File: config.mk
export PLATFORM = sky130hd
export DESIGN_NAME = rfs_scheduler
export DESIGN_NICKNAME = d
export VERILOG_FILES = /design/src/rtl/rfs_pkg.sv /design/src/rtl/rfs_period_timer.sv /design/src/rtl/rfs_refresh_ctl.sv /design/src/rtl/rfs_access_gate.sv /design/src/rtl/rfs_scheduler.sv
export SDC_FILE = /design/constraint.sdc
export NUM_CORES = 1
export LEC_CHECK = 0
export BUFFER_PORTS_ARGS = -buffer_cell sky130_fd_sc_hd__buf_2
export CAP_MARGIN = 5
export CORE_MARGIN = 2
export CORE_UTILIZATION = 25
export CTS_CLUSTER_SIZE = 20
export DETAILED_ROUTE_END_ITERATION = 8
export GPL_TIMING_DRIVEN = 0
export PLACE_DENSITY = 0.41
export SLEW_MARGIN = 30
export SYNTH_ARGS = -nofsm -noshare
export SYNTH_HDL_FRONTEND = slang
export SYNTH_SLANG_ARGS = --single-unit
File: constraint.sdc
create_clock -name clk -period 2.2 [get_ports clk]
set_input_delay 0 -clock clk [delete_from_list [all_inputs] [get_ports clk]]
set_output_delay 0 -clock clk [all_outputs]
set_load 0.1 [all_outputs]
File: src/rtl/rfs_pkg.sv
package rfs_pkg;

    // Fixed divide-by-16 stage in front of the programmable rate counter
    localparam int unsigned PRESCALE_W = 4;

    // Status handed from the refresh controller to the access gate
    typedef struct packed {
        logic start;  // refresh is being launched this cycle
        logic free;   // next cycle has no refresh running
    } ref_status_t;

endpackage

File: src/rtl/rfs_period_timer.sv
module rfs_period_timer #(
    parameter int unsigned RATE_W = 8,
    parameter int unsigned PRE_W  = rfs_pkg::PRESCALE_W
) (
    input  logic              clk,
    input  logic              rst_n,
    input  logic [RATE_W-1:0] rate_i,
    output logic              due_o
);

    typedef struct packed {
        logic [PRE_W-1:0]  pre;
        logic [RATE_W-1:0] rate_cnt;
    } tmr_state_t;

    tmr_state_t st_d, st_q;
    logic       pre_wrap;
    logic       rate_hit;

    always_comb begin
        st_d     = st_q;
        pre_wrap = (st_q.pre == {PRE_W{1'b1}});
        rate_hit = (st_q.rate_cnt >= rate_i);
        due_o    = pre_wrap && rate_hit;

        st_d.pre = st_q.pre + 1'b1;
        if (pre_wrap) begin
            if (rate_hit) begin
                st_d.rate_cnt = '0;
            end else begin
                st_d.rate_cnt = st_q.rate_cnt + 1'b1;
            end
        end
    end

    always_ff @(posedge clk or negedge rst_n) begin
        if (!rst_n) begin
            st_q <= '0;
        end else begin
            st_q <= st_d;
        end
    end

endmodule

File: src/rtl/rfs_refresh_ctl.sv
module rfs_refresh_ctl #(
    parameter int unsigned REF_CYCLES = 4,
    localparam int unsigned CNT_W     = $clog2(REF_CYCLES + 1)
) (
    input  logic                clk,
    input  logic                rst_n,
    input  logic                due_i,
    input  logic                burst_i,
    output logic                strobe_o,
    output logic                busy_o,
    output logic                pend_o,
    output rfs_pkg::ref_status_t status_o
);

    localparam logic [CNT_W-1:0] CNT_LOAD = CNT_W'(REF_CYCLES);

    typedef struct packed {
        logic             pend;
        logic [CNT_W-1:0] cnt;
        logic             strobe;
    } ctl_state_t;

    ctl_state_t st_d, st_q;
    logic       cand;
    logic       launch;
    logic       idle;

    always_comb begin
        st_d   = st_q;
        idle   = (st_q.cnt == '0);
        cand   = st_q.pend || due_i;
        launch = cand && !burst_i && idle;

        st_d.pend   = cand && !launch;
        st_d.strobe = launch;
        if (launch) begin
            st_d.cnt = CNT_LOAD;
        end else if (!idle) begin
            st_d.cnt = st_q.cnt - 1'b1;
        end

        status_o.start = launch;
        status_o.free  = (st_q.cnt <= CNT_W'(1)) && !launch;
    end

    always_ff @(posedge clk or negedge rst_n) begin
        if (!rst_n) begin
            st_q <= '0;
        end else begin
            st_q <= st_d;
        end
    end

    assign strobe_o = st_q.strobe;
    assign busy_o   = (st_q.cnt != '0);
    assign pend_o   = st_q.pend;

endmodule

File: src/rtl/rfs_access_gate.sv
module rfs_access_gate (
    input  logic                 clk,
    input  logic                 rst_n,
    input  logic                 req_i,
    input  logic                 dram_i,
    input  rfs_pkg::ref_status_t status_i,
    output logic                 grant_o,
    output logic                 hold_o
);

    typedef struct packed {
        logic hold;
        logic grant;
    } gate_state_t;

    gate_state_t st_d, st_q;
    logic        want;
    logic        dram_go;

    always_comb begin
        st_d    = st_q;
        want    = st_q.hold || (req_i && dram_i);
        dram_go = want && status_i.free;

        st_d.hold  = want && !status_i.free;
        st_d.grant = dram_go || (req_i && !dram_i);
    end

    always_ff @(posedge clk or negedge rst_n) begin
        if (!rst_n) begin
            st_q <= '0;
        end else begin
            st_q <= st_d;
        end
    end

    assign grant_o = st_q.grant;
    assign hold_o  = st_q.hold;

endmodule

File: src/rtl/rfs_scheduler.sv
module rfs_scheduler #(
    parameter int unsigned RATE_W     = 8,
    parameter int unsigned REF_CYCLES = 4
) (
    input  logic              clk,
    input  logic              rst_n,
    input  logic [RATE_W-1:0] rate_val,
    input  logic              burst_active,
    input  logic              mem_req,
    input  logic              req_dram,
    output logic              refresh_stb,
    output logic              refresh_busy,
    output logic              mem_grant
);

    logic                 due_w;
    logic                 pend_w;
    logic                 hold_w;
    rfs_pkg::ref_status_t status_w;

    rfs_period_timer #(
        .RATE_W (RATE_W)
    ) u_timer (
        .clk    (clk),
        .rst_n  (rst_n),
        .rate_i (rate_val),
        .due_o  (due_w)
    );

    rfs_refresh_ctl #(
        .REF_CYCLES (REF_CYCLES)
    ) u_ctl (
        .clk      (clk),
        .rst_n    (rst_n),
        .due_i    (due_w),
        .burst_i  (burst_active),
        .strobe_o (refresh_stb),
        .busy_o   (refresh_busy),
        .pend_o   (pend_w),
        .status_o (status_w)
    );

    rfs_access_gate u_gate (
        .clk      (clk),
        .rst_n    (rst_n),
        .req_i    (mem_req),
        .dram_i   (req_dram),
        .status_i (status_w),
        .grant_o  (mem_grant),
        .hold_o   (hold_w)
    );

endmodule

==> impl_metrics.json <==
{
  "status": "completed",
  "vdd_ir_drop_max_mv": 0.277,
  "gp_congestion": 0.730,
  "gr-total-overflow": 0,
  "syn_to_final_growth_pct": 17.8,
  "hpwl_um": 1750,
  "drv_cap": 0,
  "setup.worst_path.end": "u_ctl.st_q[2]",
  "p_clk_share_pct": 20.6,
  "layout-drive-gt1-share_pct": 21.3,
  "cp.required_ns": 2.37,
  "synth_fp_nets": 146,
  "layout_common_cells": "dfrtp_1, buf_2, ha_1",
  "drc_errors": 0,
  "cts_sinks": 19,
  "synth-seq-cells": 19,
  "antenna_left": 0,
  "slew_viol_final": 0,
  "gr-usage-all-layers_pct": 9.27,
  "combPwrFrac_pct": 41.1,
  "arrival_ns": 2.25,
  "vias": 919,
  "switching_power_mw": 0.468,
  "cts_buffer_depth": 2,
  "clk_pin_slew_worst_paths_ns": 0.08,
  "ff2ff_setup_slack_ns": 0.12,
  "nets": 168,
  "crit-reg2reg-launch": "u_timer.st_q[0]",
  "post_cts_buffers": 0,
  "die-height_um": 72.7,
  "tns_ns": 0,
  "grt_pass1_wl_um": 3890,
  "die_area_um2": 5290,
  "period_share_pct": 94.6,
  "internal_power_mw": 0.708,
  "worstHoldStart": "burst_active",
  "cts_tree": "done",
  "leakage_nw": 0.728,
  "yosysWarnings": 0,
  "worstSkewPairLatency_ns": 0.25,
  "antenna_found_initial": 0,
  "pin_count": 16,
  "port_buffers": 15,
  "n_antenna_cell": 0,
  "ctsResizeCount": 0,
  "setup_slack_ns": 0.119,
  "fin_cells": 195,
  "grt_max_degree": 20,
  "tightest_slew_ns": 0.485,
  "finalHoldViolCount": 0,
  "startpoint_type": "register",
  "initial_core_util_pct": 25.5,
  "first_iter_violations": 30,
  "cts_max_level": 1,
  "swShare_pct": 39.8,
  "via_per_inst": 4.71,
  "holdBufCountCts": 2,
  "rsz0062_at_grt": "false",
  "dr.pass1.iters": 4,
  "worstSetupPathType": "reg2reg",
  "crit_start": "u_timer.st_q[0]",
  "setup-violations-final": 0,
  "routed_wl_um": 2270,
  "netlist_instances": 120,
  "min_period_ns": 2.08,
  "numCtsBuffers": 3,
  "core-area_um2": 4630,
  "finClkSkew_ns": 0.00501,
  "clockRootBuffer": "clkbuf_8",
  "reg2reg_depth": 8,
  "rows": 25,
  "end_kind": "register",
  "wl_per_cell_um": 11.7,
  "crit_fanout": 3,
  "final_common_cell": "dfrtp_1",
  "fmax_mhz": 481,
  "placedCellCount": 189,
  "pwr_density_cell_nw_per_um2": 845,
  "hold_class": "in2reg",
  "post-route-util_pct": 30.1,
  "syn_avg_cell_area_um2": 9.84,
  "syn_area_um2": 1180,
  "max_slew_margin_pct": 67.9,
  "post-place-ws_ns": 0.131,
  "reg2reg_to": "u_ctl.st_q[2]",
  "ys_types": 36,
  "seq_area_frac_synth_pct": 40.3,
  "power_frac_seq_pct": 38.2,
  "grt_pass1_vias": 886,
  "die_w_um": 72.7
}
Yosys cell counts, drive strengths merged:
cell / instances / area [um2]
a2111o: 1 / 11.3
o21a: 1 / 7.51
and3: 4 / 25.0
a21oi: 4 / 20.0
mux2: 1 / 11.3
a21o: 1 / 7.51
inv: 13 / 48.8
ha: 13 / 163
nor2b: 4 / 25.0
nor3: 2 / 10.0
o21ai: 8 / 40.0
a211o: 2 / 17.5
clkbuf: 2 / 7.51
nand2: 7 / 26.3
mux2i: 2 / 20.0
a22o: 4 / 35.0
a31oi: 1 / 6.26
nand4: 1 / 6.26
a211oi: 2 / 20.0
dfrtp: 19 / 475
and2: 1 / 8.76
xor2: 1 / 8.76
and4: 1 / 8.76
nand3: 5 / 30.0
xnor2: 2 / 17.5
a31o: 2 / 17.5
nor2: 10 / 45.0
o41a: 1 / 11.3
nand2b: 3 / 26.3
o221ai: 2 / 23.8
stage by stage:
step                total power, mW  hold slack (ns)  instance area, um2
detailed placement            0.940          -0.0164                1330
finish                         1.18           0.0246                1390
floorplan                     0.848           -0.296                1180
global route                   1.27           0.0302                1390
global placement              0.936          -0.0202                1330
CTS                            1.20           0.0158                1390
layer usage:
layer,global-route usage (%),part of all wire [%],vias to the layer above
met4,3.09,1.0,0
met2,15.8,47,10
li1,-,-,466
met1,12.1,50,441
met3,1.24,2.0,2
met5,0,0,-
area by class of cell:
class	instances	area, um2
clock inverters	1	5.00
fillers	496	3240
clock buffers	3	41.3
plain buffers	2	8.76
repair buffers	17	95.1
inverters	13	48.8
multi-input cells	86	649
well taps	54	67.6
flip-flops and latches	19	475
kinds of logic after synthesis:
group,count (synthesis),synth area share (%)
and+or+nand+nor,38,17.9
AOI/OAI and AO/OA,29,18.4
DFF,19,40.3
buffers and inverters,15,4.77
adders and majority gates,13,13.8
xor gates and xnor gates,3,2.22
muxes,3,2.65
critical path, stage by stage, from the launching register on:
cell and delay, ns:
dfrtp_1 0.40, inv_1 0.09, ha_1 0.23, nand2b_4 0.13, a2111o_1 0.47, a211o_1 0.33, nand3_2 0.12, inv_2 0.05
a211oi_2 0.18
power by group through the flow:
stage               logic (mW)  registers (mW)  clock network [mW]
floorplan                0.326           0.522                   0
global placement         0.480           0.456                   0
detailed placement       0.484           0.456                   0
CTS                      0.491           0.449               0.256
global route             0.540           0.460               0.266
finish                   0.484           0.450               0.243
registers in the layout, summed over array words and instances (netlist names):
register	count
u_ctl.pend_o	1
u_ctl.st_q	3
u_ctl.strobe_o	1
u_gate.grant_o	1
u_gate.hold_o	1
u_timer.st_q	12
worst min path at each step:
stage / endpoint / slack, ns / cells after the start
floorplan: u_ctl.pend_o / -0.30 / 0
global placement: u_gate.grant_o / -0.02 / 1
detailed placement: u_gate.grant_o / -0.02 / 1
CTS: u_ctl.st_q[1] / 0.02 / 2
global route: u_ctl.st_q[1] / 0.03 / 2
finish: u_ctl.st_q[1] / 0.02 / 2
(Power assumes the default switching activity.)
